--- config.mk ---
export PLATFORM = sky130hd
export DESIGN_NAME = prefix_scanner
export DESIGN_NICKNAME = d
export VERILOG_FILES = /design/src/rtl/prefix_scan_pkg.sv /design/src/rtl/prefix_class.sv /design/src/rtl/opcode_attr.sv /design/src/rtl/prefix_scanner.sv
export SDC_FILE = /design/constraint.sdc
export NUM_CORES = 1
export LEC_CHECK = 0
export BUFFER_PORTS_ARGS = -buffer_cell sky130_fd_sc_hd__buf_2
export CAP_MARGIN = 0
export CORE_MARGIN = 2
export CORE_UTILIZATION = 38
export DETAILED_ROUTE_END_ITERATION = 8
export GPL_ROUTABILITY_DRIVEN = 0
export PLACE_DENSITY = 0.55
export SYNTH_ARGS = -nofsm -noshare
export SYNTH_HDL_FRONTEND = slang
export SYNTH_HIERARCHICAL = 1
export SYNTH_SLANG_ARGS = --single-unit
--- constraint.sdc ---
create_clock -name clk_i -period 2.8 [get_ports clk_i]
set_clock_uncertainty 0.05 [all_clocks]
set_input_delay 0.14 -clock clk_i [delete_from_list [all_inputs] [get_ports clk_i]]
set_output_delay 0.14 -clock clk_i [all_outputs]
set_load 0.1 [all_outputs]
--- src/rtl/prefix_scan_pkg.sv ---
package prefix_scan_pkg;
  typedef enum logic [2:0] {SEG_NONE, SEG_ES, SEG_CS, SEG_SS, SEG_DS, SEG_FS, SEG_GS} seg_e;
  typedef enum logic [1:0] {REP_NONE = 2'd0, REP_NE = 2'd1, REP_E = 2'd2} rep_e;
  typedef enum logic [1:0] {VEX_NONE = 2'd0, VEX_TWO = 2'd2, VEX_THREE = 2'd3} vex_e;
  typedef enum logic [2:0] {CLS_OPC, CLS_SEG, CLS_REP, CLS_LOCK, CLS_OSZ, CLS_ASZ, CLS_REX, CLS_VEX} cls_e;

  typedef struct packed {
    seg_e        seg;
    rep_e        rep;
    logic        lock;
    logic        osz;
    logic        asz;
    logic        rexv;
    logic [3:0]  rex;
    vex_e        vex;
    logic [15:0] pay;
  } pfx_sum_t;

  typedef struct packed {
    logic [7:0] opc;
    pfx_sum_t   sum;
    logic       linv;
    logic       rign;
    logic       pau;
    logic       hint;
    logic       modv;
    logic [7:0] modrm;
  } scan_out_t;
endpackage

--- src/rtl/prefix_class.sv ---
module prefix_class
  import prefix_scan_pkg::*;
(
  input  logic [7:0] byte_i,
  input  logic       mode64_i,
  output cls_e       cls_o,
  output seg_e       seg_o,
  output rep_e       rep_o
);
  always_comb begin
    cls_o = CLS_OPC;
    seg_o = SEG_NONE;
    rep_o = REP_NONE;
    case (byte_i)
      8'hF0: cls_o = CLS_LOCK;
      8'hF2: begin cls_o = CLS_REP; rep_o = REP_NE; end
      8'hF3: begin cls_o = CLS_REP; rep_o = REP_E;  end
      8'h26: begin cls_o = CLS_SEG; seg_o = SEG_ES; end
      8'h2E: begin cls_o = CLS_SEG; seg_o = SEG_CS; end
      8'h36: begin cls_o = CLS_SEG; seg_o = SEG_SS; end
      8'h3E: begin cls_o = CLS_SEG; seg_o = SEG_DS; end
      8'h64: begin cls_o = CLS_SEG; seg_o = SEG_FS; end
      8'h65: begin cls_o = CLS_SEG; seg_o = SEG_GS; end
      8'h66: cls_o = CLS_OSZ;
      8'h67: cls_o = CLS_ASZ;
      8'hC4, 8'hC5: cls_o = CLS_VEX;
      default: if (mode64_i && byte_i[7:4] == 4'h4) cls_o = CLS_REX;
    endcase
  end
endmodule

--- src/rtl/opcode_attr.sv ---
module opcode_attr (
  input  logic [7:0] opc_i,
  output logic       lockable_o,
  output logic       string_o,
  output logic       jcc_o
);
  logic alu_rm;
  // r/m-destination ALU forms, CMP (38/39) excluded
  assign alu_rm = (opc_i[7:6] == 2'b00) && (opc_i[2:1] == 2'b00) && (opc_i[5:3] != 3'd7);

  always_comb begin
    case (opc_i)
      8'h80, 8'h81, 8'h83, 8'h86, 8'h87, 8'hF6, 8'hF7, 8'hFE, 8'hFF: lockable_o = 1'b1;
      default: lockable_o = alu_rm;
    endcase
  end

  assign string_o = (opc_i[7:2] == 6'b011011) || (opc_i[7:2] == 6'b101001) ||
                    (opc_i >= 8'hAA && opc_i <= 8'hAF);
  assign jcc_o    = (opc_i[7:4] == 4'h7);
endmodule

--- src/rtl/prefix_scanner.sv ---
module prefix_scanner
  import prefix_scan_pkg::*;
#(
  parameter int unsigned MAX_LEN = 15,
  localparam int unsigned CNT_W  = $clog2(MAX_LEN + 1)
) (
  input  logic              clk_i,
  input  logic              rst_ni,
  input  logic              valid_i,
  input  logic [7:0]        byte_i,
  input  logic              mode64_i,
  output logic              out_valid_o,
  output logic [7:0]        opcode_o,
  output logic [2:0]        seg_o,
  output logic [1:0]        rep_o,
  output logic              lock_o,
  output logic              lock_invalid_o,
  output logic              rep_ignored_o,
  output logic              pause_o,
  output logic              branch_hint_o,
  output logic              opsize_o,
  output logic              addrsize_o,
  output logic              rex_vld_o,
  output logic [3:0]        rex_o,
  output logic [1:0]        vex_o,
  output logic [15:0]       vex_payload_o,
  output logic              modrm_vld_o,
  output logic [7:0]        modrm_o,
  output logic [CNT_W-1:0]  len_o,
  output logic              too_long_o
);
  typedef enum logic [2:0] {ST_PFX, ST_VEX1, ST_VEX2, ST_VOP, ST_MODRM} st_e;

  st_e              st_q, st_d;
  pfx_sum_t         acc_q, acc_d;
  logic [CNT_W-1:0] cnt_q, cnt_d, cnt_n;
  logic [7:0]       hold_q, hold_d, opc_src;
  logic             emit, abort, opc_now, at_limit;
  cls_e             cls;
  seg_e             seg_c;
  rep_e             rep_c;
  logic             lockable, is_string, is_jcc;
  scan_out_t        out_d, out_q;
  logic             out_v_q, tl_q;
  logic [CNT_W-1:0] len_q;

  prefix_class u_class (
    .byte_i   (byte_i),
    .mode64_i (mode64_i),
    .cls_o    (cls),
    .seg_o    (seg_c),
    .rep_o    (rep_c)
  );

  assign opc_src = (st_q == ST_MODRM) ? hold_q : byte_i;

  opcode_attr u_attr (
    .opc_i      (opc_src),
    .lockable_o (lockable),
    .string_o   (is_string),
    .jcc_o      (is_jcc)
  );

  assign cnt_n    = cnt_q + 1'b1;
  assign at_limit = (cnt_n == CNT_W'(MAX_LEN));
  assign opc_now  = valid_i && ((st_q == ST_PFX && cls == CLS_OPC) || st_q == ST_VOP);

  always_comb begin
    st_d   = st_q;
    acc_d  = acc_q;
    cnt_d  = cnt_q;
    hold_d = hold_q;
    emit   = 1'b0;
    abort  = 1'b0;
    if (valid_i) begin
      if (opc_now) begin
        if (acc_q.lock && acc_q.vex == VEX_NONE && lockable) begin
          hold_d = byte_i;
          cnt_d  = cnt_n;
          st_d   = ST_MODRM;
        end else begin
          emit = 1'b1;
        end
      end else if (st_q == ST_MODRM) begin
        emit = 1'b1;
      end else if (at_limit) begin
        abort = 1'b1;
      end else begin
        cnt_d = cnt_n;
        case (st_q)
          ST_VEX1: begin acc_d.pay[15:8] = byte_i; st_d = ST_VEX2; end
          ST_VEX2: begin acc_d.pay[7:0]  = byte_i; st_d = ST_VOP;  end
          default: begin
            // REX only survives when nothing else follows it
            acc_d.rexv = 1'b0;
            acc_d.rex  = '0;
            case (cls)
              CLS_SEG:  acc_d.seg  = seg_c;
              CLS_REP:  acc_d.rep  = rep_c;
              CLS_LOCK: acc_d.lock = 1'b1;
              CLS_OSZ:  acc_d.osz  = 1'b1;
              CLS_ASZ:  acc_d.asz  = 1'b1;
              CLS_REX:  begin acc_d.rexv = 1'b1; acc_d.rex = byte_i[3:0]; end
              CLS_VEX:  begin
                acc_d.vex = byte_i[0] ? VEX_TWO : VEX_THREE;
                st_d      = byte_i[0] ? ST_VEX2 : ST_VEX1;
              end
              default: ;
            endcase
          end
        endcase
      end
      if (emit || abort) begin
        st_d  = ST_PFX;
        acc_d = '0;
        cnt_d = '0;
      end
    end
  end

  always_comb begin
    out_d       = '0;
    out_d.opc   = opc_src;
    out_d.sum   = acc_q;
    out_d.pau   = acc_q.rep == REP_E && acc_q.vex == VEX_NONE && opc_src == 8'h90;
    out_d.rign  = acc_q.rep != REP_NONE && acc_q.vex == VEX_NONE && !is_string && !out_d.pau;
    out_d.hint  = acc_q.seg != SEG_NONE && acc_q.vex == VEX_NONE && is_jcc;
    if (out_d.hint) out_d.sum.seg = SEG_NONE;
    out_d.modv  = (st_q == ST_MODRM);
    out_d.modrm = (st_q == ST_MODRM) ? byte_i : 8'h00;
    out_d.linv  = acc_q.lock && (acc_q.vex != VEX_NONE || !lockable ||
                  (st_q == ST_MODRM && byte_i[7:6] == 2'b11));
  end

  always_ff @(posedge clk_i or negedge rst_ni) begin
    if (!rst_ni) begin
      st_q   <= ST_PFX;
      acc_q  <= '0;
      cnt_q  <= '0;
      hold_q <= '0;
    end else begin
      st_q   <= st_d;
      acc_q  <= acc_d;
      cnt_q  <= cnt_d;
      hold_q <= hold_d;
    end
  end

  always_ff @(posedge clk_i or negedge rst_ni) begin
    if (!rst_ni) begin
      out_v_q <= 1'b0;
      out_q   <= '0;
      tl_q    <= 1'b0;
      len_q   <= '0;
    end else begin
      out_v_q <= emit || abort;
      if (abort) begin
        out_q <= '0;
        tl_q  <= 1'b1;
        len_q <= CNT_W'(MAX_LEN);
      end else if (emit) begin
        out_q <= out_d;
        tl_q  <= 1'b0;
        len_q <= (st_q == ST_MODRM) ? cnt_q : cnt_n;
      end
    end
  end

  assign out_valid_o    = out_v_q;
  assign opcode_o       = out_q.opc;
  assign seg_o          = out_q.sum.seg;
  assign rep_o          = out_q.sum.rep;
  assign lock_o         = out_q.sum.lock;
  assign lock_invalid_o = out_q.linv;
  assign rep_ignored_o  = out_q.rign;
  assign pause_o        = out_q.pau;
  assign branch_hint_o  = out_q.hint;
  assign opsize_o       = out_q.sum.osz;
  assign addrsize_o     = out_q.sum.asz;
  assign rex_vld_o      = out_q.sum.rexv;
  assign rex_o          = out_q.sum.rex;
  assign vex_o          = out_q.sum.vex;
  assign vex_payload_o  = out_q.sum.pay;
  assign modrm_vld_o    = out_q.modv;
  assign modrm_o        = out_q.modrm;
  assign len_o          = len_q;
  assign too_long_o     = tl_q;
endmodule

==> metrics.txt, run 1 <==
Synth Area in Adders less than 1%; Hold WC Path Type input port to flip-flop; top_reg_cell synth dfrtp_1; gr ovfl total 0; complex-gate fraction of the synthesized area around 22%; Finished Layout Cells 727; CTS tree yes; design area between 6000 and 7000 um^2; Total Routing Usage GR between 15 and 20%; NetSw ~3.3 mW; Crit. End Element flip-flop; Total Wirelength around 13000 um; Post-Syn Area per Cell between 10 and 15 um^2; Post-Syn Instances between 400 and 500; area leader, netlist dfrtp_1; multiplexer area fraction after synthesis under 10%; layout cell share with drive strength beyond 1 between 30% and 40%; largest family of logic cells by synthesized area compound AO/OA/AOI/OAI gates; Max Freq ~0.36 GHz; Slew @ Worst Pin 0.675 ns; Synth-to-Final Area Change 28.7%; Vias/cell roughly 5.4; sw frac slightly below 50%; vias in the first global route 3795; initial drt markers about 240; final hold vios 0; Buffers on Ports a little under 70; crit path to lock_invalid_o; Data required, critical path 3.00 ns; fin crit period 2.80 ns; core area around 13000 um^2; clock network power share between 15 and 20%; Clock Path Buffers 2; final-stage net count 564; hpwl dp 9370 um; crit start category flip-flop; placed insts between 700 and 800; R2R setup slack 0.005 ns; Max VDD drop between 0.0006 and 0.0007 V; Die ar. between 10000 and 15000 um^2; Die X between 100 and 150 um; number of enable flip-flop cells after synthesis 0; Tcrit/Tclk final 99.8%; Leak Pwr a little over 3 nW; Synth top area share 52.6%; status completed; RSZ-0062 raised after global routing yes; Final Setup Violations 0; Root Driver clkbuf_16; FF+latch count, synth between 100 and 150; M2 GR Usage between 20% and 30%; met3 GRT Util approximately 4.7%; ANT cells 0; Post-Syn Area 4940 um^2; Clk Latency, worst-skew pair 0.36 ns; most numerous cell in the Yosys netlist dfrtp_1; Flop pwr share ~31%; Int Power 3.49 mW; yosys warns 6; Area after DPL roughly 5800 um^2; largest net degree at the start of global routing about 110; antenna violations before repair 0; Starting Density between 30% and 40%; PwrDens 1060 nW/um^2; Crit Path Class flip-flop to flip-flop; Max Slew Vio Count 0; Combinational Power Share approximately half; clock sink count 104; pre-CTS WS -0.0843 ns; reg2reg start st_q[0]; Synth Area in Simple Gates around 17%; met1 global-route usage 28.0%; GRT busiest layer met2; crit path launch st_q[0]; top post-synthesis cells by count 104 x dfrtp_1, 54 x a22o_1, 46 x nand2_1; die height approximately 120 um; Avg WL per Cell between 15 and 20 um; XOR/XNOR share of the synthesized area approximately 1.2%; clk slew on worst S/H paths ~0.070 ns; Via Count approximately 4000; FF-to-FF End lock_invalid_o; DRC Markers 0; I/O pins 70; total CTS buffers 9; max cap viols 0; R2R cell count 12; # rows just over 40; top cells by area, synth dfrtp_1 53%, a22o_1 9.6%, nand2_1 3.5%, mux2_2 2.5%, nor2_1 2.4%; Seq/Total Area, Yosys around 53%; H-Tree Depth 3; DRT Pass-1 Iters 4; headroom to the max-slew limit approximately 54%; Yosys cell types about 70; Synth Net Count between 400 and 500; share of synthesized flip-flops with an asynchronous set or reset between 90% and 100%; first-pass GRT wire length about 21000 um; Worst Path Max Fanout 7; WP data arrival around 3.0 ns; remaining antenna violation count 0; PnR worst setup slack between 0.004 and 0.005 ns
==> routing by layer <==
| metal | up-vias | part of all wire [%] |
|---|---|---|
| met5 | - | 0 |
| met4 | 0 | 2.0 |
| met3 | 16 | 5.0 |
| met2 | 91 | 47 |
| met1 | 1948 | 46 |
| li1 | 1853 | - |
==> how the worst min path moves through the flow <==
stage | start | end | slack [ns] | cells after the start
2_1_floorplan | rst_ni | acc_q[0] | -0.21 | 0
3_3_place_gp | rst_ni | vex_payload_o[9] | 0.21 | 2
3_5_place_dp | rst_ni | vex_payload_o[9] | 0.21 | 2
4_1_cts | byte_i[6] | modrm_o[6] | 0.07 | 3
5_1_grt | byte_i[7] | modrm_o[7] | 0.07 | 3
6_report | byte_i[6] | modrm_o[6] | 0.08 | 3
==> cells in the final DEF, fill, tap and decap left out, types with 5 or more instances in the layout <==
master / netlist / final
a22o_1: 54 / 54
a32o_1: 10 / 10
buf_2: 13 / 68
buf_4: 0 / 44
buf_6: 3 / 7
clkbuf_16: 0 / 9
dfrtp_1: 104 / 104
inv_1: 10 / 6
inv_2: 1 / 5
mux2_2: 11 / 9
nand2_1: 46 / 42
nand3_1: 9 / 8
nand4_1: 5 / 5
nor2_1: 31 / 31
nor2b_1: 8 / 8
nor3_1: 9 / 7
o21ai_0: 17 / 11
o21ai_1: 9 / 14
o31ai_1: 5 / 5
==> critical path, stage by stage, from the launching register on <==
cell and delay (ns):
dfrtp_1 0.41, nor2_4 0.17, nand2_4 0.12, mux2_4 0.35, o41ai_4 0.28, a32o_2 0.26
nand3_4 0.08, buf_6 0.14, a21oi_4 0.14, nor3_2 0.05, o21a_2 0.26, buf_6 0.14
a32o_1 0.24
==> per-stage QoR <==
step	TNS [ns]	power [mW]	util, %	hold slack (ns)
3_3_place_gp	-0.0200	5.29	45.8	0.207
2_1_floorplan	0	4.58	-	-0.206
5_1_grt	-9.14	7.06	50.2	0.0725
3_5_place_dp	-1.71	5.32	45.8	0.210
6_report	0	6.74	50.2	0.0775
4_1_cts	-0.00724	6.67	48.5	0.0650
==> cell type report <==
| class | count | area [um^2] |
|---|---|---|
| clock buffers | 12 | 256 |
| flip-flops and latches | 104 | 2600 |
| repair buffers | 123 | 820 |
| clock inverters | 4 | 58.8 |
| inverters | 11 | 41.3 |
| well taps | 172 | 215 |
| multi-input cells | 301 | 2370 |
| fillers | 1183 | 6310 |
==> kinds of logic (layout without fill, tap and decap cells) <==
logic type | count (synthesis) | after routing
and+or+nand+nor | 145 | 145
AOI/OAI and AO/OA | 131 | 131
DFF | 104 | 104
buffers and inverters | 33 | 150
muxes | 16 | 16
xor gates and xnor gates | 7 | 7
adders and majority gates | 2 | 2
==> timing repair <==
item	4_1_cts	5_1_grt
gates resized for setup	3	49
setup endpoints to repair	62	102
buffers inserted	1	3
pin swaps	1	8
hold endpoints to repair	104	0
hold buffers	1	0
gates cloned	0	0
==> state kept, by name, indices dropped and copies added, names as in the netlist, 2 cells and up <==
| name | cells |
|---|---|
| acc_q | 31 |
| cnt_q | 4 |
| hold_q | 8 |
| len_o | 4 |
| modrm_o | 8 |
| opcode_o | 8 |
| rep_o | 2 |
| rex_o | 4 |
| seg_o | 3 |
| st_q | 3 |
| vex_o | 2 |
| vex_payload_o | 16 |
==> power by group through the flow <==
stage	Combinational, mW	Clock [mW]	Sequential (mW)
after global routing	3.51	1.42	2.12
after detailed placement	3.21	0	2.11
after global placement	3.19	0	2.10
after CTS	3.23	1.36	2.08
after floorplan	1.05	0	3.53
final	3.33	1.33	2.08
(Power assumes the default switching activity.)
==> inputs of run 2 (changes only) <==
Settings changed: CORE_UTILIZATION 38 to 40.
Clock period 2.8 ns to 2.85 ns, I/O delays scaled along.
==> metrics.txt, run 2 (synthesis gave the netlist of run 1 again) <==
I/O pins 70; first-pass GRT wire length roughly 21000 um; PwrDens between 1000 and 1500 nW/um^2; delay-heaviest family, CP compound AO/OA/AOI/OAI gates; antenna violations before repair 0; commonest non-fill, non-tap cell in the layout dfrtp_1; initial drt markers ~270; vias in the first global route ~3700; Area after DPL 5780 um^2; slowest CP cell dfrtp_1; Synth-to-Final Area Change 30.6%; layout cell share with drive strength beyond 1 36.5%; Slew @ Worst Pin around 0.83 ns; Clk Latency, worst-skew pair between 0.3 and 0.4 ns; Combinational Power Share around half; routed wl met3 520 um; Max Slew Vio Count 0; Max Used Layer met4; die height about 120 um; ANT cells 0; headroom to the max-slew limit roughly 44%; design area roughly 6500 um^2; Largest register FFs 31; most frequent cells in the layout 104 x dfrtp_1, 68 x buf_2, 54 x a22o_1; CTS tree yes; Die ar. 13300 um^2; sw frac a little under half; WP buf/inv 3; Total Routing Usage GR between 20% and 30%; Total Wirelength between 10000 and 15000 um; WP data arrival around 3 ns; RSZ-0062 raised after global routing yes; fin crit period 2.84 ns; clock sink count 104; largest net degree at the start of global routing 48; Avg WL per Cell between 15 and 20 um; hpwl dp between 9000 and 10000 um; Flop pwr share 30.1%; final-stage net count 568; largest register by flop count acc_q; Leak Pwr about 3.1 nW; remaining antenna violation count 0; DRC Markers 0; crit start category flip-flop; Int Power roughly 3.6 mW; Buffers on Ports between 60 and 70; Worst Path Max Fanout 8; total CTS buffers 9; max cap viols 0; final hold vios 0; NetSw 3.24 mW; H-Tree Depth 3; Max VDD drop roughly 0.0005 V; Crit. End Element flip-flop; Finished Layout Cells 727; CP Cell Sequence nor2_4, nand2_4, buf_4, mux2i_4, inv_2, mux2i_1, a32o_2, nand3_4, o31a_4, o21ai_4, clkbuf_16, a22o_1; Die X 115 um; Tcrit/Tclk final 99.7%; Crit Path Class flip-flop to flip-flop; Metal-1 WL 6720 um; filler cell count roughly 1100; Vias/cell about 5.5; Root Driver clkbuf_16; core area about 12000 um^2; Starting Density 41.0%; Data required, critical path 3.10 ns; gr ovfl total 0; critical path's largest stage delay 0.41 ns; Clock Path Buffers 2; Via Count roughly 4000; length of routed met2 wiring 6740 um; Hold WC Path Type input port to flip-flop; Max Freq between 0.3 and 0.4 GHz; status completed; # rows 40; placed insts about 700; clock network power share around a fifth; Final Setup Violations 0; clk slew on worst S/H paths 0.07 ns; DRT Pass-1 Iters 4
-- run 2: path summary, 6_finish.rpt --
path	end	slack, ns	cells after the start	startpoint
hold / removal	modrm_o[0]	0.11	3	byte_i[0]
max in group asynchronous	acc_q[15]	1.83	3	rst_ni
setup reg to reg	lock_o	0.009	12	st_q[1]
min in group asynchronous	vex_payload_o[9]	0.28	2	rst_ni
hold reg to reg	modrm_o[6]	0.43	2	modrm_o[6]
setup / recovery	lock_o	0.009	12	st_q[1]
-- run 2: layer usage --
metal  vias to the layer above  GRT usage, %
li1                       1875             -
met1                      2000          29.6
met2                        94          32.5
met3                        16          2.90
met4                         0          8.03
met5                         -             0
-- run 2: area by class of cell --
class,count,area (um^2),area share [%]
Clock buffer,12,246,3.82
Clock inverter,4,76.3,1.18
Inverter,11,41.3,0.639
Multi-Input combinational cell,303,2360,36.5
Sequential cell,104,2600,40.3
Tap cell,168,210,3.25
Timing Repair Buffer,125,923,14.3
-- run 2: power groups by stage --
stage          Combinational, mW  Clock (mW)  Sequential [mW]
2_1_floorplan               1.03           0             3.47
6_report                    3.39        1.36             2.05
3_5_place_dp                3.13           0             2.07
4_1_cts                     3.16        1.39             2.05
5_1_grt                     3.56        1.44             2.09
3_3_place_gp                3.10           0             2.07
-- run 2: worst min-delay path, cell delays in order --
cell and delay (ns):
buf_2 0.19, nand2_1 0.09, o21ai_1 0.06
-- run 2: what timing repair did --
item | CTS | global route
hold buffers | 1 | 0
cloned | 0 | 8
setup buffers | 1 | 4
gates resized for setup | 4 | 36
endpoints found under the hold margin | 45 | 0
setup endpoints to repair | 80 | 84
pin swaps | 1 | 18
-- run 2: through the flow --
| step | power (mW) | hold WS [ns] | utilization [%] | setup TNS (ns) | setup WS (ns) |
|---|---|---|---|---|---|
| final | 6.80 | 0.114 | 53.5 | 0 | 0.00924 |
| after global routing | 7.09 | 0.132 | 53.5 | -2.15 | -0.0710 |
| after CTS | 6.60 | 0.101 | 50.9 | 0 | 0.000659 |
| after detailed placement | 5.20 | 0.141 | 47.9 | -6.96 | -0.212 |
| after global placement | 5.17 | 0.133 | 47.9 | -2.55 | -0.213 |
| after floorplan | 4.50 | -0.203 | - | 0 | 0.0102 |
